<file path="src/rtl/pwm_timer_pkg.sv">
package pwm_timer_pkg;

    typedef enum logic {
        DIR_UP   = 1'b0,
        DIR_DOWN = 1'b1
    } cnt_dir_e;

    typedef enum logic {
        MODE_UPDOWN   = 1'b0,
        MODE_OVERFLOW = 1'b1
    } pwm_mode_e;

    typedef enum logic [1:0] {
        COM_OFF    = 2'b00,
        COM_RSVD   = 2'b01,
        COM_NONINV = 2'b10,
        COM_INV    = 2'b11
    } com_mode_e;

    typedef enum logic {
        LVL_LOW  = 1'b0,
        LVL_HIGH = 1'b1
    } out_lvl_e;

endpackage

</file>
<file path="src/rtl/pwm_dir_counter.sv">
module pwm_dir_counter
    import pwm_timer_pkg::*;
#(
    parameter int W = 16
) (
    input  logic         clk,
    input  logic         rst_n,
    input  pwm_mode_e    mode_i,
    input  logic [W-1:0] top_i,
    output logic [W-1:0] cnt_o,
    output logic         rising_o,
    output logic         at_top_o
);
    localparam logic [W-1:0] ONE = W'(1);

    cnt_dir_e     state_q, state_d;
    logic [W-1:0] cnt_q, cnt_d;
    logic         reach_top;

    assign reach_top = (cnt_q >= top_i);

    // state register
    always_ff @(posedge clk or negedge rst_n) begin
        if (!rst_n) begin
            state_q <= DIR_UP;
            cnt_q   <= '0;
        end else begin
            state_q <= state_d;
            cnt_q   <= cnt_d;
        end
    end

    // next state and count
    always_comb begin
        state_d = state_q;
        cnt_d   = cnt_q;
        if (mode_i == MODE_OVERFLOW) begin
            state_d = DIR_UP;                     // single-slope
            cnt_d   = reach_top ? '0 : cnt_q + ONE;
        end else begin
            unique case (state_q)
                DIR_UP: begin
                    if (reach_top) begin          // peak
                        state_d = DIR_DOWN;
                        cnt_d   = (cnt_q == '0) ? '0 : cnt_q - ONE;
                    end else begin
                        cnt_d   = cnt_q + ONE;
                    end
                end
                DIR_DOWN: begin
                    if (cnt_q == '0) begin        // floor
                        state_d = DIR_UP;
                        cnt_d   = cnt_q + ONE;
                    end else begin
                        cnt_d   = cnt_q - ONE;
                    end
                end
            endcase
        end
    end

    // outputs
    always_comb begin
        cnt_o    = cnt_q;
        rising_o = (state_q == DIR_UP);
        at_top_o = reach_top && ((mode_i == MODE_OVERFLOW) || (state_q == DIR_UP));
    end


    ovf_wrap_chk: assert property (@(posedge clk) disable iff (!rst_n)
        (mode_i == MODE_OVERFLOW && cnt_q >= top_i) |=> (cnt_q == '0));


    ud_fall_step_chk: assert property (@(posedge clk) disable iff (!rst_n)
        (mode_i == MODE_UPDOWN && state_q == DIR_DOWN && cnt_q != '0)
            |=> (cnt_q == $past(cnt_q) - ONE));

endmodule

</file>
<file path="src/rtl/pwm_cmp_buffer.sv">
module pwm_cmp_buffer #(
    parameter int W = 16
) (
    input  logic         clk,
    input  logic         rst_n,
    input  logic         wr_en_i,
    input  logic [W-1:0] wr_data_i,
    input  logic         latch_i,
    output logic [W-1:0] hold_o,
    output logic [W-1:0] active_o
);
    logic [W-1:0] hold_q;
    logic [W-1:0] active_q;

    always_ff @(posedge clk or negedge rst_n) begin
        if (!rst_n) begin
            hold_q <= '0;
        end else if (wr_en_i) begin
            hold_q <= wr_data_i;
        end
    end

    always_ff @(posedge clk or negedge rst_n) begin
        if (!rst_n) begin
            active_q <= '0;
        end else if (latch_i) begin
            active_q <= hold_q;
        end
    end

    assign hold_o   = hold_q;
    assign active_o = active_q;


    hold_load_chk: assert property (@(posedge clk) disable iff (!rst_n)
        wr_en_i |=> (hold_q == $past(wr_data_i)));


    latch_only_chk: assert property (@(posedge clk) disable iff (!rst_n)
        !latch_i |=> $stable(active_q));

endmodule

</file>
<file path="src/rtl/pwm_wave_gen.sv">
module pwm_wave_gen
    import pwm_timer_pkg::*;
#(
    parameter int W = 16
) (
    input  logic         clk,
    input  logic         rst_n,
    input  pwm_mode_e    mode_i,
    input  com_mode_e    com_i,
    input  logic [W-1:0] cnt_i,
    input  logic [W-1:0] top_i,
    input  logic [W-1:0] active_i,
    input  logic         rising_i,
    input  logic         at_top_i,
    output logic         pwm_o
);
    out_lvl_e lvl_q, lvl_d;
    logic     match;
    logic     upd;
    logic     want_hi;
    logic     inv;
    logic     connected;

    assign match     = (cnt_i == active_i);
    assign inv       = (com_i == COM_INV);
    assign connected = (com_i == COM_NONINV) || (com_i == COM_INV);

    // compare event decode, expressed for the non-inverting sense
    always_comb begin
        upd     = 1'b0;
        want_hi = 1'b0;
        if (mode_i == MODE_OVERFLOW) begin
            if (at_top_i) begin
                upd     = 1'b1;
                want_hi = 1'b1;
            end else if (match) begin
                upd     = 1'b1;
                want_hi = 1'b0;
            end
        end else if (match) begin
            upd = 1'b1;
            if (active_i == '0) begin
                want_hi = 1'b0;
            end else if (active_i == top_i) begin
                want_hi = 1'b1;
            end else begin
                want_hi = !rising_i;
            end
        end
    end

    // next level: set / clear
    always_comb begin
        lvl_d = lvl_q;
        if (upd && connected) begin
            unique case (want_hi ^ inv)
                1'b1: lvl_d = LVL_HIGH;
                1'b0: lvl_d = LVL_LOW;
            endcase
        end
    end

    // state register
    always_ff @(posedge clk or negedge rst_n) begin
        if (!rst_n) begin
            lvl_q <= LVL_LOW;
        end else begin
            lvl_q <= lvl_d;
        end
    end

    // output
    always_comb begin
        pwm_o = (lvl_q == LVL_HIGH);
    end


    com_off_hold_chk: assert property (@(posedge clk) disable iff (!rst_n)
        (!connected) |=> $stable(pwm_o));


    ovf_wrap_set_chk: assert property (@(posedge clk) disable iff (!rst_n)
        (mode_i == MODE_OVERFLOW && at_top_i && com_i == COM_NONINV) |=> pwm_o);


    ud_zero_low_chk: assert property (@(posedge clk) disable iff (!rst_n)
        (mode_i == MODE_UPDOWN && com_i == COM_NONINV && match && active_i == '0)
            |=> !pwm_o);

endmodule

</file>
<file path="src/rtl/pwm_dbuf_timer.sv">
module pwm_dbuf_timer
    import pwm_timer_pkg::*;
#(
    parameter int W = 16
) (
    input  logic         clk,
    input  logic         rst_n,
    input  logic         wr_en,
    input  logic [W-1:0] wr_data,
    output logic [W-1:0] rd_data,
    input  logic         mode_sel,
    input  logic [1:0]   com_sel,
    input  logic [W-1:0] top_val,
    output logic [W-1:0] cnt_val,
    output logic         pwm_out
);
    pwm_mode_e    mode;
    com_mode_e    com;
    logic [W-1:0] cnt;
    logic [W-1:0] active_cmp;
    logic         rising;
    logic         at_top;

    assign mode = pwm_mode_e'(mode_sel);
    assign com  = com_mode_e'(com_sel);

    pwm_dir_counter #(.W(W)) u_counter (
        .clk      (clk),
        .rst_n    (rst_n),
        .mode_i   (mode),
        .top_i    (top_val),
        .cnt_o    (cnt),
        .rising_o (rising),
        .at_top_o (at_top)
    );

    pwm_cmp_buffer #(.W(W)) u_buffer (
        .clk       (clk),
        .rst_n     (rst_n),
        .wr_en_i   (wr_en),
        .wr_data_i (wr_data),
        .latch_i   (at_top),
        .hold_o    (rd_data),
        .active_o  (active_cmp)
    );

    pwm_wave_gen #(.W(W)) u_wave (
        .clk      (clk),
        .rst_n    (rst_n),
        .mode_i   (mode),
        .com_i    (com),
        .cnt_i    (cnt),
        .top_i    (top_val),
        .active_i (active_cmp),
        .rising_i (rising),
        .at_top_i (at_top),
        .pwm_o    (pwm_out)
    );

    assign cnt_val = cnt;


    reset_idle_chk: assert property (@(posedge clk)
        !rst_n |-> (cnt_val == '0 && rd_data == '0 && !pwm_out));

endmodule

</file>
<file path="config.mk">
export PLATFORM = sky130hd
export DESIGN_NAME = pwm_dbuf_timer
export DESIGN_NICKNAME = d
export VERILOG_FILES = /design/src/rtl/pwm_timer_pkg.sv /design/src/rtl/pwm_dir_counter.sv /design/src/rtl/pwm_cmp_buffer.sv /design/src/rtl/pwm_wave_gen.sv /design/src/rtl/pwm_dbuf_timer.sv
export SDC_FILE = /design/constraint.sdc
export NUM_CORES = 1
export LEC_CHECK = 0
export ABC_CLOCK_PERIOD_IN_PS = 4200
export BUFFER_PORTS_ARGS = -buffer_cell sky130_fd_sc_hd__buf_2
export CORE_ASPECT_RATIO = 1.4
export CORE_MARGIN = 5
export CORE_UTILIZATION = 30
export CTS_CLUSTER_SIZE = 28
export DETAILED_ROUTE_END_ITERATION = 10
export HOLD_SLACK_MARGIN = 0.06
export SYNTH_ARGS = -nofsm -noshare
export SYNTH_HDL_FRONTEND = slang
export SYNTH_SLANG_ARGS = --single-unit
</file>
<file path="constraint.sdc">
create_clock -name clk -period 4.2 [get_ports clk]
set_clock_uncertainty 0.1 [all_clocks]
set_input_delay 0.21 -clock clk [delete_from_list [all_inputs] [get_ports clk]]
set_output_delay 0.21 -clock clk [all_outputs]
set_load 0.05 [all_outputs]
</file>
==> reports/metrics.yaml, run 1 <==
top_usage_layer: "met2"
r2r.worst_path.cells: 8
cts_tree: "built"
synth_edf_count: 0
ys_warn_count: 0
clock.fmax_mhz: 305.6
required_ns: 4.28
grt.overflow.total: 0
cts_inserted_buffers: 5
crit_path_end: "u_counter.cnt_o[3]$_DFF_PN0_"
port_buffers: 70
final_cells: 553
ant_nets: 0
drc: 0
totalWireLength_mm: 9.594
drv_cap: 0
synth_seq_cells: 50
ys_types: 52
synth.cell_area_um2: 3296
grt_pass1_vias: 2969
period_needed_ns: 3.272
hold_violations: 0
final_common_cell: "buf_2"
wire_per_inst_um: 17.35
worst_slew_pin_slew_ns: 0.7986
post-place-ws_ns: 0.9666
fill_cells: 1133
antenna_cells: 0
use_met1_pct: 15.17
placed_cells: 527
ctsResizeCount: 0
cp-startpoint: "u_counter.cnt_o[14]$_DFF_PN0_"
gp_congestion: 0.8752
ys.flop_type: "dfrtp_1"
dr.pass1.iters: 4
rows: 45
hold_path_startpoint: "mode_sel"
setup_tns_ns: 0
antenna_found_initial: 0
worstPathArrival_ns: 3.35
areaGrowthSynthToFinish_pct: 24.18
synth_fp_nets: 386
p_leak_nw: 1.988
finalSetupViolations: 0
reg2reg_from: "u_counter.cnt_o[14]$_DFF_PN0_"
cts.sinks: 50
die_w_um: 98.58
root_buffer: "clkbuf_16"
cts-htree-levels: 2
endpoint_kind: "flop"
critPathLaunchType: "flop"
grt_pass1_wl_mm: 15.04
synthArstFlopShare_pct: 100.0
syn_area_per_cell_um2: 10.02
r2r_end: "u_counter.cnt_o[3]$_DFF_PN0_"
hold_class: "in -> reg"
max-slew-margin-rel_pct: 46.27
synth.largest_area_cell: "dfrtp_1"
grt_max_degree: 51
io_pins: 71
hpwl_mm: 7.423
clockBufferDepth: 2
die_h_um: 134.0
r2r_setup_slack_ns: 0.93
synth_top_area_share_pct: 37.97
start_util_pct: 30.49
core_area_um2: 10810
cts.reportedPaths.clkPinSlew_ns: 0.08
synthCells: 329
drive_gt1_share_pct: 28.88
status: "finished, final reports clean"
ys_seq_area_share_pct: 37.97
postCtsSetupBuffers: 0
grt_use_met3_pct: 2.237
final_nets: 468
layout_common_cells: "70 x buf_2, 50 x dfrtp_1, 32 x mux2_2, 27 x inv_1, 20 x a21oi_1"
rsz0062_at_grt: "no"
grt_use_met2_pct: 26.79
ir_drop_uv: 299.5
finalCritPeriodShare_pct: 77.90
critPathKind: "reg -> reg"
worst_slack_ns: 0.9280
grt_util_all_layers_pct: 14.30
vias: 2832
drv_slew: 0
drtIter0Drc: 114
insertion_delay_ns: 0.30
power.density_nw_per_um2: 426.8
viasPerCell: 5.121
dieArea_um2: 13210
synth_area_leaders: "dfrtp_1 38%, mux2_2 11%, ha_1 7.2%"
crit_fanout: 9
## cell families after synthesis
family          share of synthesized area (%)
compound gates                          15.38
xor+xnor                                9.301
fa+ha+maj                               7.213
buf+inv                                 5.429
flops                                   37.97
mux                                     11.24
simple gates                            13.48
## state kept, by name (all words and copies together) (netlist names)
register / cells
u_buffer.active_o: 16
u_buffer.hold_o: 16
u_counter.cnt_o: 16
u_counter.state_q: 1
u_wave.pwm_o: 1
## stage by stage
stage                     utilization, %  hold WS [ns]  area [um^2]  power (W)
after detailed placement           34.78        0.2776         3760   0.001322
after global placement             34.78        0.2742         3760   0.001316
final                              37.86        0.1538         4093   0.001747
after CTS                          37.86        0.1552         4093   0.001762
after floorplan                        -       -0.1856         3296   0.001131
after global routing               37.86        0.1860         4093   0.001836
## area by class of cell
cell class / count / area (um^2) / share of cell area [%]
Inverter: 27 / 101.3 / 2.476
Tap cell: 141 / 176.4 / 4.311
Clock buffer: 5 / 125.1 / 3.057
Clock inverter: 3 / 27.53 / 0.6726
Sequential cell: 50 / 1251 / 30.57
Multi-Input combinational cell: 237 / 1866 / 45.58
Timing Repair Buffer: 90 / 545.5 / 13.33
## critical path, cell delays in order, from the launching register on
cell and delay [ns]:
dfrtp_1 0.51, ha_1 0.39, nand4_1 0.10, nor3_1 0.48, o311ai_2 0.26, and3_1 0.33
a21oi_1 0.56, o32ai_1 0.15, a211o_1 0.26
## report_power, final
part / total, W / switching [W] / internal [W]
clock: 0.000425 / 0.000197 / 0.000227
sequential: 0.000665 / 0.000125 / 0.000541
combinational: 0.000657 / 0.000422 / 0.000235
## synth_stat cells (2+ instances only)
| cell type | count |
|---|---|
| inv_1 | 27 |
| and4_1 | 2 |
| ha_1 | 19 |
| o21ai_0 | 5 |
| o22a_1 | 6 |
| nor3_1 | 5 |
| nand4_1 | 5 |
| o221ai_1 | 2 |
| a221oi_1 | 11 |
| clkbuf_1 | 6 |
| buf_4 | 2 |
| nor2_1 | 12 |
| nor2b_1 | 5 |
| dfrtp_1 | 50 |
| mux2_2 | 32 |
| buf_2 | 5 |
| o21a_1 | 2 |
| a2bb2oi_1 | 3 |
| a21oi_1 | 20 |
| nor4_1 | 12 |
| xnor2_1 | 18 |
| and3_1 | 6 |
| nand3_1 | 10 |
| nand2_1 | 19 |
| a31oi_1 | 2 |
| xor2_1 | 17 |
## worst min-delay path by stage
stage | endpoint | slack [ns] | cells past startpoint
after floorplan | u_buffer.active_o[0]$_DFFE_PN0P_ | -0.19 | 0
after global placement | u_counter.cnt_o[8]$_DFF_PN0_ | 0.27 | 2
after detailed placement | u_counter.cnt_o[10]$_DFF_PN0_ | 0.28 | 2
after CTS | u_counter.cnt_o[1]$_DFF_PN0_ | 0.16 | 2
after global routing | u_counter.cnt_o[1]$_DFF_PN0_ | 0.19 | 2
final | u_counter.cnt_o[1]$_DFF_PN0_ | 0.15 | 2
## metal layers
layer  vias up  wire, um
met5         -         0
met4         0       379
met3        20       335
met2        83      5114
met1      1367      3766
li1       1362         -
## what timing repair did
item	CTS	global route
hold buffers	18	0
endpoints found under the setup margin	0	0
endpoints found under the hold margin	67	0
Power figures use the tool's default switching activity.
==> run 2, diff against run 1 <==
- ABC_AREA: default -> 1
- ABC_CLOCK_PERIOD_IN_PS: 4200 -> 3400
- clock period: 4.2 -> 3.4 ns (I/O delays scaled with it)
==> reports/metrics.yaml, run 2 <==
cts_inserted_buffers: 5  # unchanged
final_nets: 665  # +42%
synth_compound_area_share_pct: 9.032  # -6.3 points
synth.largest_area_cell: "dfrtp_1"
syn_area_per_cell_um2: 6.980  # -30%
gp_congestion: 0.9431  # +7.8%
synth_top_family_by_area: "simple AND/OR/NAND/NOR gates"
status: "finished, final reports clean"
r2r_setup_slack_ns: 0.96  # +0.03 ns
wire_per_inst_um: 13.85  # -20%
postCtsSetupBuffers: 0  # unchanged
cts.reportedPaths.clkPinSlew_ns: 0.07  # about the same
grt.overflow.total: 0  # unchanged
finalInstanceArea_um2: 4476  # +9.4%
start_util_pct: 30.67  # +0.19 points
synth_fp_nets: 579  # +50%
ys_warn_count: 0  # unchanged
worst_slew_pin_slew_ns: 0.6675  # -0.1311 ns
synth_top_area_share_pct: 34.34  # -3.6 points
grt_pass1_vias: 3532  # +19%
power.total_w: 0.003873  # +120%
die_h_um: 140.4  # +4.8%
synth_area_leaders: "dfrtp_1 34%, nand2_1 17%, xor2_1 8.4%"
hpwl_mm: 8.386  # +13%
finalCritPeriodShare_pct: 71.85  # -6.1 points
antenna_cells: 0  # unchanged
layout_common_cells: "161 x nand2_1, 77 x inv_1, 70 x buf_2, 50 x dfrtp_1, 43 x nor2_1"
whs_path_depth: 5  # +3
hold_class: "in -> reg"
io_pins: 71  # unchanged
insertion_delay_ns: 0.30  # about the same
setup_tns_ns: 0  # unchanged
synth_edf_count: 0  # unchanged
rsz0062_at_grt: "no"
rows: 47  # +4.4%
placedInstanceArea_um2: 4129  # +9.8%
root_buffer: "clkbuf_16"
hold_path_startpoint: "com_sel[1]"
final-seq-area_um2: 1251  # unchanged
viasPerCell: 4.594  # -10%
dieArea_um2: 14480  # +9.6%
worstPathArrival_ns: 2.56  # -0.79 ns
ys.flop_type: "dfrtp_1"
cts_hold_buf: 18  # unchanged
reg2reg_from: "u_counter.cnt_o[11]$_DFF_PN0_"
critPathLaunchType: "flop"
cts_tree: "built"
required_ns: 3.52  # -0.76 ns
dr.pass1.iters: 4  # unchanged
synthXorXnorAreaFrac_pct: 8.413  # -0.89 points
r2r_end: "u_counter.cnt_o[8]$_DFF_PN0_"
final_common_cell: "nand2_1"
power.density_nw_per_um2: 865.4  # +100%
clockBufferDepth: 2  # unchanged
synth_common_cells: "161 x nand2_1, 77 x inv_1, 50 x dfrtp_1, 43 x nor2_1, 35 x xor2_1"
finalSetupViolations: 0  # unchanged
areaGrowthSynthToFinish_pct: 22.84
antenna_found_initial: 0  # unchanged
die_w_um: 103.1  # +4.6%
hold_violations: 0  # unchanged
ys_seq_area_share_pct: 34.34  # -3.6 points
synthCells: 522  # +59%
ys_types: 27  # -48%
drive_gt1_share_pct: 18.39  # -10 points
yosysMostFrequentCell: "nand2_1"
synthArstFlopShare_pct: 100.0  # unchanged
grt_max_degree: 33  # -35%
grt_pass1_wl_mm: 17.09  # +14%
ant_nets: 0  # unchanged
synth_seq_cells: 50  # unchanged
fill_cells: 1289  # +14%
totalWireLength_mm: 10.47  # +9.1%
grt_util_all_layers_pct: 15.01  # +0.71 points
port_buffers: 70  # unchanged
r2r.worst_path.cells: 10  # +2
drv_cap: 0  # unchanged
endpoint_kind: "flop"
vias: 3473  # +23%
multi_input_area_um2: 2006  # +7.5%
ctsResizeCount: 0  # unchanged
synth.cell_area_um2: 3643  # +11%
ir_drop_uv: 249.0  # -17%
core_area_um2: 11880  # +9.9%
clock.fmax_mhz: 409.3  # +34%
drv_slew: 0  # unchanged
drtIter0Drc: 180  # +58%
drc: 0  # unchanged
critPathKind: "reg -> reg"
synthAdderAreaFrac_pct: 6.525  # -0.69 points
muxShareOfSynthArea_pct: 0  # -11 points
synth-simple-area-share_pct: 31.08  # +18 points
crit_fanout: 10  # +1
slowest_stage: "dfrtp_1"
hold_end: "u_wave.pwm_o$_DFFE_PN0P_"
p_leak_nw: 2.410  # +21%
cp_cell_sequence: "ha_1, a21oi_1, o21ai_0, a21oi_1, nand2_2, inv_1, nand2_1, o21ai_4, nand2_1, o21ai_1"
critPathMaxStageDelay_ns: 0.60  # +0.04 ns
period_needed_ns: 2.443  # -0.8290 ns
cts-htree-levels: 2  # unchanged
cts.sinks: 50  # unchanged
max-slew-margin-rel_pct: 55.50  # +9.2 points
run 2: kinds of logic (layout without fill, tap and decap cells):
family | Yosys count | after routing
flip-flops | 50 | 50
AND/OR/NAND/NOR | 259 | 259
buffers and inverters | 97 | 184
adder cells (fa/ha/maj) | 19 | 19
XOR/XNOR | 35 | 35
AO/OA/AOI/OAI | 62 | 62
run 2: power breakdown:
part	internal, W	leakage, nW	switching (W)	total (W)
sequential	0.000789	0.632	0.000330	0.00112
clock	0.000349	0.0771	0.000245	0.000594
combinational	0.000687	1.70	0.00147	0.00216
run 2: layer usage:
layer,part of all wire (%),GRT usage (%),vias up
met4,3.5,6.753,0
met2,51,25.84,81
li1,-,-,1788
met5,0,0,-
met1,41,17.64,1580
met3,4.4,2.886,24
run 2: final cells by class:
type	count	share of cell area, %
multi-input combinational	375	44.81
tap	147	4.110
clock inverter	2	0.8387
sequential	50	27.96
inverter	86	7.213
clock buffer	6	2.880
timing repair buffer	90	12.19
run 2: metrics by stage:
stage / cells / utilization [%] / setup WS (ns) / hold WS (ns)
after global placement: 730 / 34.76 / 0.9870 / 0.1394
after CTS: 756 / 37.68 / 0.9754 / 0.1319
after global routing: 756 / 37.68 / 0.7673 / 0.1610
after detailed placement: 730 / 34.76 / 1.000 / 0.1443
after floorplan: 522 / - / 1.186 / -0.2256
final: 756 / 37.68 / 0.9570 / 0.1217
run 2: worst max-delay path: cells and delay by family, from the launching register on:
kind	cells	cell delay, ns
flops	1	0.60
simple gates	3	0.38
buf+inv	1	0.09
fa+ha+maj	1	0.35
compound gates	5	0.83
run 2: worst max path at each step:
stage,startpoint,to,slack (ns)
3_5_place_dp,u_counter.cnt_o[11]$_DFF_PN0_,u_counter.cnt_o[8]$_DFF_PN0_,1.00
5_1_grt,u_counter.cnt_o[11]$_DFF_PN0_,u_counter.cnt_o[8]$_DFF_PN0_,0.77
2_1_floorplan,u_counter.cnt_o[0]$_DFF_PN0_,u_counter.cnt_o[1]$_DFF_PN0_,1.19
3_3_place_gp,u_counter.cnt_o[11]$_DFF_PN0_,u_counter.cnt_o[8]$_DFF_PN0_,0.99
6_report,u_counter.cnt_o[11]$_DFF_PN0_,u_counter.cnt_o[8]$_DFF_PN0_,0.96
4_1_cts,u_counter.cnt_o[11]$_DFF_PN0_,u_counter.cnt_o[8]$_DFF_PN0_,0.98
